$ cat src/rtl/vtag_pkg.sv
package vtag_pkg;

    localparam int NUM_SLOTS = 3;
    localparam int ET_W      = 16;
    localparam int CFG_W     = 32;
    localparam int EN_STRIDE = 8;

    typedef enum logic [1:0] {
        VT_UNTAGGED = 2'b00,
        VT_SINGLE   = 2'b01,
        VT_DOUBLE   = 2'b10
    } vtag_kind_e;

    function automatic logic [ET_W-1:0] slot_et_default(input int s);
        case (s)
            0:       return 16'h8100;
            1:       return 16'h88A8;
            default: return 16'h9100;
        endcase
    endfunction

    function automatic logic slot_en_default(input int s);
        return (s < 2);
    endfunction

endpackage

$ cat src/rtl/vtag_cfg_regs.sv
module vtag_cfg_regs
    import vtag_pkg::*;
#(
    parameter int NUM_PORTS = 16,
    parameter int PORT_W    = 8
) (
    input  logic                             clk,
    input  logic                             rst_n,
    input  logic                             wr_en,
    input  logic                             wr_sel,
    input  logic [PORT_W-1:0]                wr_idx,
    input  logic [CFG_W-1:0]                 wr_data,
    input  logic [PORT_W-1:0]                look_port,
    output logic                             look_ok,
    output logic [NUM_SLOTS-1:0]             look_outer,
    output logic [NUM_SLOTS-1:0]             look_inner,
    output logic [NUM_SLOTS-1:0][ET_W-1:0]   slot_et
);

    localparam int IDX_W = (NUM_PORTS > 1) ? $clog2(NUM_PORTS) : 1;

    typedef struct packed {
        logic [NUM_SLOTS-1:0][ET_W-1:0]      et;
        logic [NUM_PORTS-1:0][NUM_SLOTS-1:0] outer;
        logic [NUM_PORTS-1:0][NUM_SLOTS-1:0] inner;
    } cfg_t;

    function automatic cfg_t reset_cfg();
        cfg_t c;
        c = '0;
        for (int s = 0; s < NUM_SLOTS; s++) begin
            c.et[s] = slot_et_default(s);
            for (int p = 0; p < NUM_PORTS; p++) begin
                c.outer[p][s] = slot_en_default(s);
                c.inner[p][s] = slot_en_default(s);
            end
        end
        return c;
    endfunction

    localparam cfg_t CFG_RST = reset_cfg();

    cfg_t cfg_d, cfg_q;

    // next-state: slot writes and port enable writes
    always_comb begin
        cfg_d = cfg_q;
        if (wr_en) begin
            if (!wr_sel) begin
                for (int s = 0; s < NUM_SLOTS; s++) begin
                    if (wr_idx == PORT_W'(s)) begin
                        cfg_d.et[s] = wr_data[ET_W-1:0];
                    end
                end
            end else begin
                for (int p = 0; p < NUM_PORTS; p++) begin
                    if (wr_idx == PORT_W'(p)) begin
                        for (int s = 0; s < NUM_SLOTS; s++) begin
                            cfg_d.outer[p][s] = wr_data[s*EN_STRIDE];
                            cfg_d.inner[p][s] = wr_data[s*EN_STRIDE+1];
                        end
                    end
                end
            end
        end
    end

    always_ff @(posedge clk) begin
        if (!rst_n) begin
            cfg_q <= CFG_RST;
        end else begin
            cfg_q <= cfg_d;
        end
    end

    // lookup of the enables for the port being classified
    logic [IDX_W-1:0] look_idx;

    always_comb begin
        look_ok    = (int'(look_port) < NUM_PORTS);
        look_idx   = look_port[IDX_W-1:0];
        look_outer = look_ok ? cfg_q.outer[look_idx] : '0;
        look_inner = look_ok ? cfg_q.inner[look_idx] : '0;
    end

    assign slot_et = cfg_q.et;

endmodule

$ cat src/rtl/vtag_slot_match.sv
module vtag_slot_match
    import vtag_pkg::*;
(
    input  logic [ET_W-1:0]                 et,
    input  logic [NUM_SLOTS-1:0][ET_W-1:0]  slot_et,
    input  logic [NUM_SLOTS-1:0]            slot_en,
    output logic                            hit
);

    logic [NUM_SLOTS-1:0] hit_vec;

    for (genvar g = 0; g < NUM_SLOTS; g++) begin : g_slot
        assign hit_vec[g] = slot_en[g] && (et == slot_et[g]);
    end

    assign hit = |hit_vec;

endmodule

$ cat src/rtl/vtag_classifier.sv
module vtag_classifier
    import vtag_pkg::*;
#(
    parameter int NUM_PORTS = 16,
    parameter int PORT_W    = 8
) (
    input  logic              clk,
    input  logic              rst_n,
    input  logic              cfg_wr_en,
    input  logic              cfg_wr_sel,
    input  logic [PORT_W-1:0] cfg_wr_idx,
    input  logic [CFG_W-1:0]  cfg_wr_data,
    input  logic              hdr_valid,
    input  logic [PORT_W-1:0] hdr_port,
    input  logic [ET_W-1:0]   hdr_et0,
    input  logic [ET_W-1:0]   hdr_et1,
    output logic              cls_valid,
    output logic [1:0]        cls_kind
);

    logic                           port_ok;
    logic [NUM_SLOTS-1:0]           outer_en;
    logic [NUM_SLOTS-1:0]           inner_en;
    logic [NUM_SLOTS-1:0][ET_W-1:0] slot_et;
    logic                           outer_hit;
    logic                           inner_hit;

    vtag_cfg_regs #(
        .NUM_PORTS (NUM_PORTS),
        .PORT_W    (PORT_W)
    ) u_cfg (
        .clk        (clk),
        .rst_n      (rst_n),
        .wr_en      (cfg_wr_en),
        .wr_sel     (cfg_wr_sel),
        .wr_idx     (cfg_wr_idx),
        .wr_data    (cfg_wr_data),
        .look_port  (hdr_port),
        .look_ok    (port_ok),
        .look_outer (outer_en),
        .look_inner (inner_en),
        .slot_et    (slot_et)
    );

    vtag_slot_match u_outer (
        .et      (hdr_et0),
        .slot_et (slot_et),
        .slot_en (outer_en),
        .hit     (outer_hit)
    );

    vtag_slot_match u_inner (
        .et      (hdr_et1),
        .slot_et (slot_et),
        .slot_en (inner_en),
        .hit     (inner_hit)
    );

    typedef struct packed {
        logic       valid;
        vtag_kind_e kind;
    } res_t;

    res_t res_d, res_q;

    // classification uses the configuration registered before this edge
    always_comb begin
        res_d.valid = hdr_valid;
        res_d.kind  = VT_UNTAGGED;
        if (hdr_valid && port_ok && outer_hit) begin
            res_d.kind = inner_hit ? VT_DOUBLE : VT_SINGLE;
        end
    end

    always_ff @(posedge clk) begin
        if (!rst_n) begin
            res_q <= '{valid: 1'b0, kind: VT_UNTAGGED};
        end else begin
            res_q <= res_d;
        end
    end

    assign cls_valid = res_q.valid;
    assign cls_kind  = res_q.kind;

endmodule

$ cat config.mk
export PLATFORM = sky130hd
export DESIGN_NAME = vtag_classifier
export DESIGN_NICKNAME = d
export VERILOG_FILES = /design/src/rtl/vtag_pkg.sv /design/src/rtl/vtag_cfg_regs.sv /design/src/rtl/vtag_slot_match.sv /design/src/rtl/vtag_classifier.sv
export SDC_FILE = /design/constraint.sdc
export NUM_CORES = 1
export LEC_CHECK = 0
export BUFFER_PORTS_ARGS = -buffer_cell sky130_fd_sc_hd__clkbuf_2
export CORE_ASPECT_RATIO = 1.25
export CORE_MARGIN = 2
export CORE_UTILIZATION = 40
export CTS_BUF_LIST = sky130_fd_sc_hd__clkbuf_4 sky130_fd_sc_hd__clkbuf_8 sky130_fd_sc_hd__clkbuf_16
export CTS_CLUSTER_SIZE = 16
export DETAILED_ROUTE_END_ITERATION = 10
export GPL_TIMING_DRIVEN = 0
export SLEW_MARGIN = 20
export SYNTH_ARGS = -nofsm -noshare
export SYNTH_HDL_FRONTEND = slang
export SYNTH_SLANG_ARGS = --single-unit
$ cat constraint.sdc
create_clock -name clk -period 3.5 [get_ports clk]
set_input_delay 0.175 -clock clk [delete_from_list [all_inputs] [get_ports clk]]
set_output_delay 0.175 -clock clk [all_outputs]
set_load 0.01 [all_outputs]
* After elaboration in Yosys (flattened, before gate mapping) *
Cells that the tools add are included.

word-level totals
  word-level logic and storage cells = 99
  bits in registers = 147
  bits of input ports = 85

cells by class
  bitwise operators = 1
  order comparisons = 2
  reduce and logical (&&, ||, !) cells = 31
  muxes and demuxes = 7
  eq/ne operators = 21

operators with widths
  operator            number
  $eq 16x16->1        6
  $eq 8x4->1 const B  8
  $reduce_and 3->1    19
  $eq 8x3->1 const B  4
  $bmux 3 s4          2
  $eq 8x2->1 const B  2
  $mux 3              4
  $eq 8x1->1 const B  1
  $logic_and 1x1->1   8
  $logic_not 8->1     1
  $lt 8x5->1 const B  1
  $reduce_or 3->1     2
  $lt 4x5->1 const B  1
  $mux 2              1
  $reduce_and 2->1    1
  $not 1->1           1

* Depth between registers and ports, before layout *
  depth after elaboration = 7
  mapped depth = 7
  gate-level depth less buffers = 5

* Modules after synthesis *
From an unflattened synthesis, not the netlist that was laid out.

unflattened totals
  cells, all modules = 780
  area total of the unflattened synthesis = 7638.6 µm²

by module, submodules not included
  module           instances  cells each  sequential area each (µm²)  area an instance (µm²)
  vtag_cfg_regs    1          640         2882.8                      6490.0
  vtag_slot_match  2          66          0.0                         531.8
  vtag_classifier  1          8           60.1                        85.1

* Worst setup path after synthesis *
Ideal clock, no wire load.

  kind = input-to-reg
  start = input hdr_port[0]
  end = register res_q (netlist bit cls_kind[0])
  arrival time = 1.829 ns
  slack = 1.580 ns
  stages on the path = 7
  setup time = 0.091 ns
  required time = 3.409 ns
  cells stage by stage = buf_2 > buf_2 > mux4_2 > a22oi_1 > nand3_1 > a22o_1 > a311oi_1

on the way
  longest elaborated chain between the ends = 7
  elaborated cells between the ends (all ways) = 19
  those cells by class = order compare (1); mux (7); reduce/logical (11)

RTL lines
  item                               RTL line               source
  start, declared                    vtag_classifier.sv:14  input logic [PORT_W-1:0] hdr_port,
  $bmux 3 s4                         vtag_cfg_regs.sv:82    look_outer = look_ok ? cfg_q.outer[look_idx] : '0;
  $mux 3 (not written as such)       vtag_cfg_regs.sv:82
  $mux 3                             vtag_cfg_regs.sv:82
  $logic_and 1x1->1                  vtag_slot_match.sv:13  assign hit_vec[g] = slot_en[g] && (et == slot_et[g]);
  $reduce_or 3->1                    vtag_slot_match.sv:16  assign hit = |hit_vec;
  $logic_and 1x1->1                  vtag_classifier.sv:70  if (hdr_valid && port_ok && outer_hit) begin
  $reduce_and 2->1 (no source line)  n/a
  end signal, assigned               vtag_classifier.sv:77  res_q <= '{valid: 1'b0, kind: VT_UNTAGGED};
  end signal, assigned               vtag_classifier.sv:79  res_q <= res_d;
  end, declared                      vtag_classifier.sv:64  res_t res_d, res_q;

Parallel ways exist; a longest one is shown, timed or not. The select of a mux whose other input is x is not followed.
A chain may end at the register's enable or synchronous reset.

* Worst setup path in the final report *
  start = input cfg_wr_idx[5]
  end = register u_cfg.cfg_q (netlist bit u_cfg.slot_et[31])

on the way
  longest elaborated chain between the ends = 2

RTL lines
  item                               RTL line               source
  start, declared                    vtag_classifier.sv:11  input logic [PORT_W-1:0] cfg_wr_idx,
  $eq 8x1->1                         vtag_cfg_regs.sv:51    if (wr_idx == PORT_W'(s)) begin
  $reduce_and 3->1 (no source line)  n/a
  end signal, assigned               vtag_cfg_regs.sv:72    cfg_q <= cfg_d;
  end, declared                      vtag_cfg_regs.sv:43    cfg_t cfg_d, cfg_q;

No other way between the ends.

==> flow_summary.yaml <==
critical_path:
  ff2ff_path_depth: 4
  critPathMaxFanout: 10
  cp.required_ps: 3770
  r2r-start: "u_cfg.cfg_q[45]"
  r2r_end: "cls_kind[0]"
  rrSetupSlack_ps: 1710
  cp.arrival_ps: 2300
  start_kind: "primary input"
  path_class: "in -> reg"
  cp-end-kind: "flip-flop"
placed_design:
  post-place-ws_ps: 1070
  dp_hpwl_mm: 16.8
  gp_congestion: 0.916
  portBuffers: 67
  place_inst: 1079
logic_synthesis:
  mappedNetlistArea_um2: 7360
  syn_nets: 869
  ys_warn_count: 0
  synth_top_family_by_area: "simple AND/OR/NAND/NOR gates"
  syn_inst: 784
  synthMuxAreaShare_pct: 17.7
  syn_area_per_cell_um2: 9.38
  synthAdderAreaFrac_pct: 0
  synth_compound_area_share_pct: 3.42
  synth.distinct_cells: 30
  synth_xor_area_share_pct: 11.4
  synth_top_area_cell: "dfxtp_1"
  seq_area_frac_synth_pct: 40.0
  synthSimpleGateAreaFrac_pct: 24.1
  ys_ff_latch: 147
  ys_async_sr_fraction_pct: 0
  synth-main-ff-cell: "dfxtp_1"
  synth-edff-count: 0
  synth_area_leaders: "dfxtp_1 (40%), mux2i_1 (10%), xnor2_1 (10%)"
  synth_top_area_share_pct: 40.0
global_routing:
  overflow: 0
  met1_usage_pct: 27.7
  antenna_found_initial: 0
  grt_pass1_vias: 6125
  grt_max_degree: 17
  grt_pass1_wl_mm: 34.9
  grtUsageMet2_pct: 41.4
  track_usage_pct: 23.6
  grtUsageMet3_pct: 4.70
  busiest_layer: "met2"
clock_network:
  clk_path_buf_depth: 2
  cts_sinks: 147
  root_buffer: "clkbuf_16"
  numCtsBuffers: 17
  clock_latency_ps: 420
  clkTransAtPathRegs_ps: 60
  h-tree-depth: 4
  cts_tree: "done"
final_layout:
  utilization_pct: 47.5
  final_layout_size_suffix_gt1_share_pct: 15.8
  synthToLayoutAreaGrowth_pct: 17.0
  final_common_cell: "dfxtp_1"
  mostFrequentLayoutCells: "dfxtp_1 (147), nand3_1 (129), nand2_1 (118)"
  layout.nets: 958
  stdcell_count: 1114
  diodes: 0
route:
  drt-vias-per-instance: 5.44
  drtAntennaViolNets: 0
  wl_per_cell_um: 20.2
  drcViolationCount: 0
  drt-pass1-iter-count: 5
  drt_iter0_drc: 454
  vias: 6063
  drt-total-wl_mm: 22.5
floorplanning:
  die_height_um: 156
  rows: 55
  die_w_um: 125
  core_um2: 18100
  initial_core_util_pct: 40.6
  ios: 88
  die_area_um2: 19500
timing:
  worst_slack_ps: 1470
  tightest_slew_ps: 896
  slew_viol_final: 0
  fmax_mhz: 493
  fin_crit_ps: 2030
  skew_ps: 7.26
  holdWs_ps: 16.1
  setup_tns_ps: 0
  rsz0062_at_grt: "no"
  fin_crit_sh_pct: 58.0
  setup_viol: 0
  hold_viol_final: 0
  slew_headroom_pct: 40.3
pwr:
  ir_drop_v: 0.000369
  p_leak_nw: 3.29
  power.density_nw_per_um2: 442
run_status:
  status: "finished, final reports clean"
hold_path:
  hold_end: "u_cfg.slot_et[27]"
  hp-class: "in -> reg"
  whs_path_depth: 3
  min_from: "cfg_wr_data[11]"
flow_run:
  max_cap_viol_count: 0
cells in the mapped netlist, types with 5 or more instances:
master and count:
nand4_1 23, mux4_2 25, buf_2 8, xnor2_1 84
nand2_1 118, nand3_1 129, nor2b_1 50, a21boi_0 24
xor2_1 12, mux2i_1 74, nor4_1 9, nor3_1 6
inv_1 5, dfxtp_1 147, clkbuf_1 44
where the power goes:
group	switching [mW]	total, mW	internal, mW
registers	0.00119	1.68	1.67
clock network	0.731	1.85	1.12
logic	0.171	0.277	0.106
total	0.903	3.80	2.90
worst max-delay path, cell delays in order:
cell and delay (ps):
clkbuf_2 80, or4_4 540, nor3_1 200, nand2_1 400, clkbuf_1 520, mux2i_1 290
nand2_1 90
sequential cells by signal, summed over array words and instances (netlist names):
register and flops:
u_cfg.cfg_q 96, cls_kind 2, cls_valid 1, u_cfg.slot_et 48
how the worst max path moves through the flow:
stage | startpoint | end | slack, ps | cells past startpoint
6_report | cfg_wr_idx[5] | u_cfg.slot_et[31] | 1470 | 7
4_1_cts | cfg_wr_idx[5] | u_cfg.slot_et[31] | 1490 | 7
2_1_floorplan | hdr_port[0] | cls_kind[0] | 1580 | 7
3_5_place_dp | cfg_wr_idx[5] | u_cfg.slot_et[44] | 1070 | 7
5_1_grt | cfg_wr_idx[2] | u_cfg.slot_et[31] | 1380 | 6
3_3_place_gp | cfg_wr_idx[5] | u_cfg.slot_et[23] | 1070 | 7
layout make-up:
class	instances	area, um2
buffer	54	228
clock buffer	21	474
clock inverter	11	125
fill	1759	9490
inverter	5	18.8
multi-input combinational	578	4170
sequential	147	2940
tap	228	285
timing repair buffer	70	365
per-layer routing:
metal / up-vias / wire, um
li1: 2908 / -
met1: 2902 / 9340
met2: 195 / 11300
met3: 58 / 916
met4: 0 / 877
met5: - / 0
logic make-up after synthesis:
logic type      Yosys count
flops                   147
buf+inv                  59
xor+xnor                 96
compound gates           33
simple gates            350
mux                      99
per-stage QoR:
step | total power [mW] | instance area [um2]
after CTS | 3.83 | 8610
after floorplan | 1.86 | 7360
final | 3.80 | 8610
after global placement | 1.99 | 7980
after detailed placement | 1.99 | 7980
after global routing | 3.91 | 8610
timing repair:
item | in CTS | in global routing
hold buffers | 3 | 0
setup buffers | 0 | 0
hold endpoints to repair | 3 | 0
resized for setup | 0 | 0
Note: power is estimated with default switching activity, not from simulation.
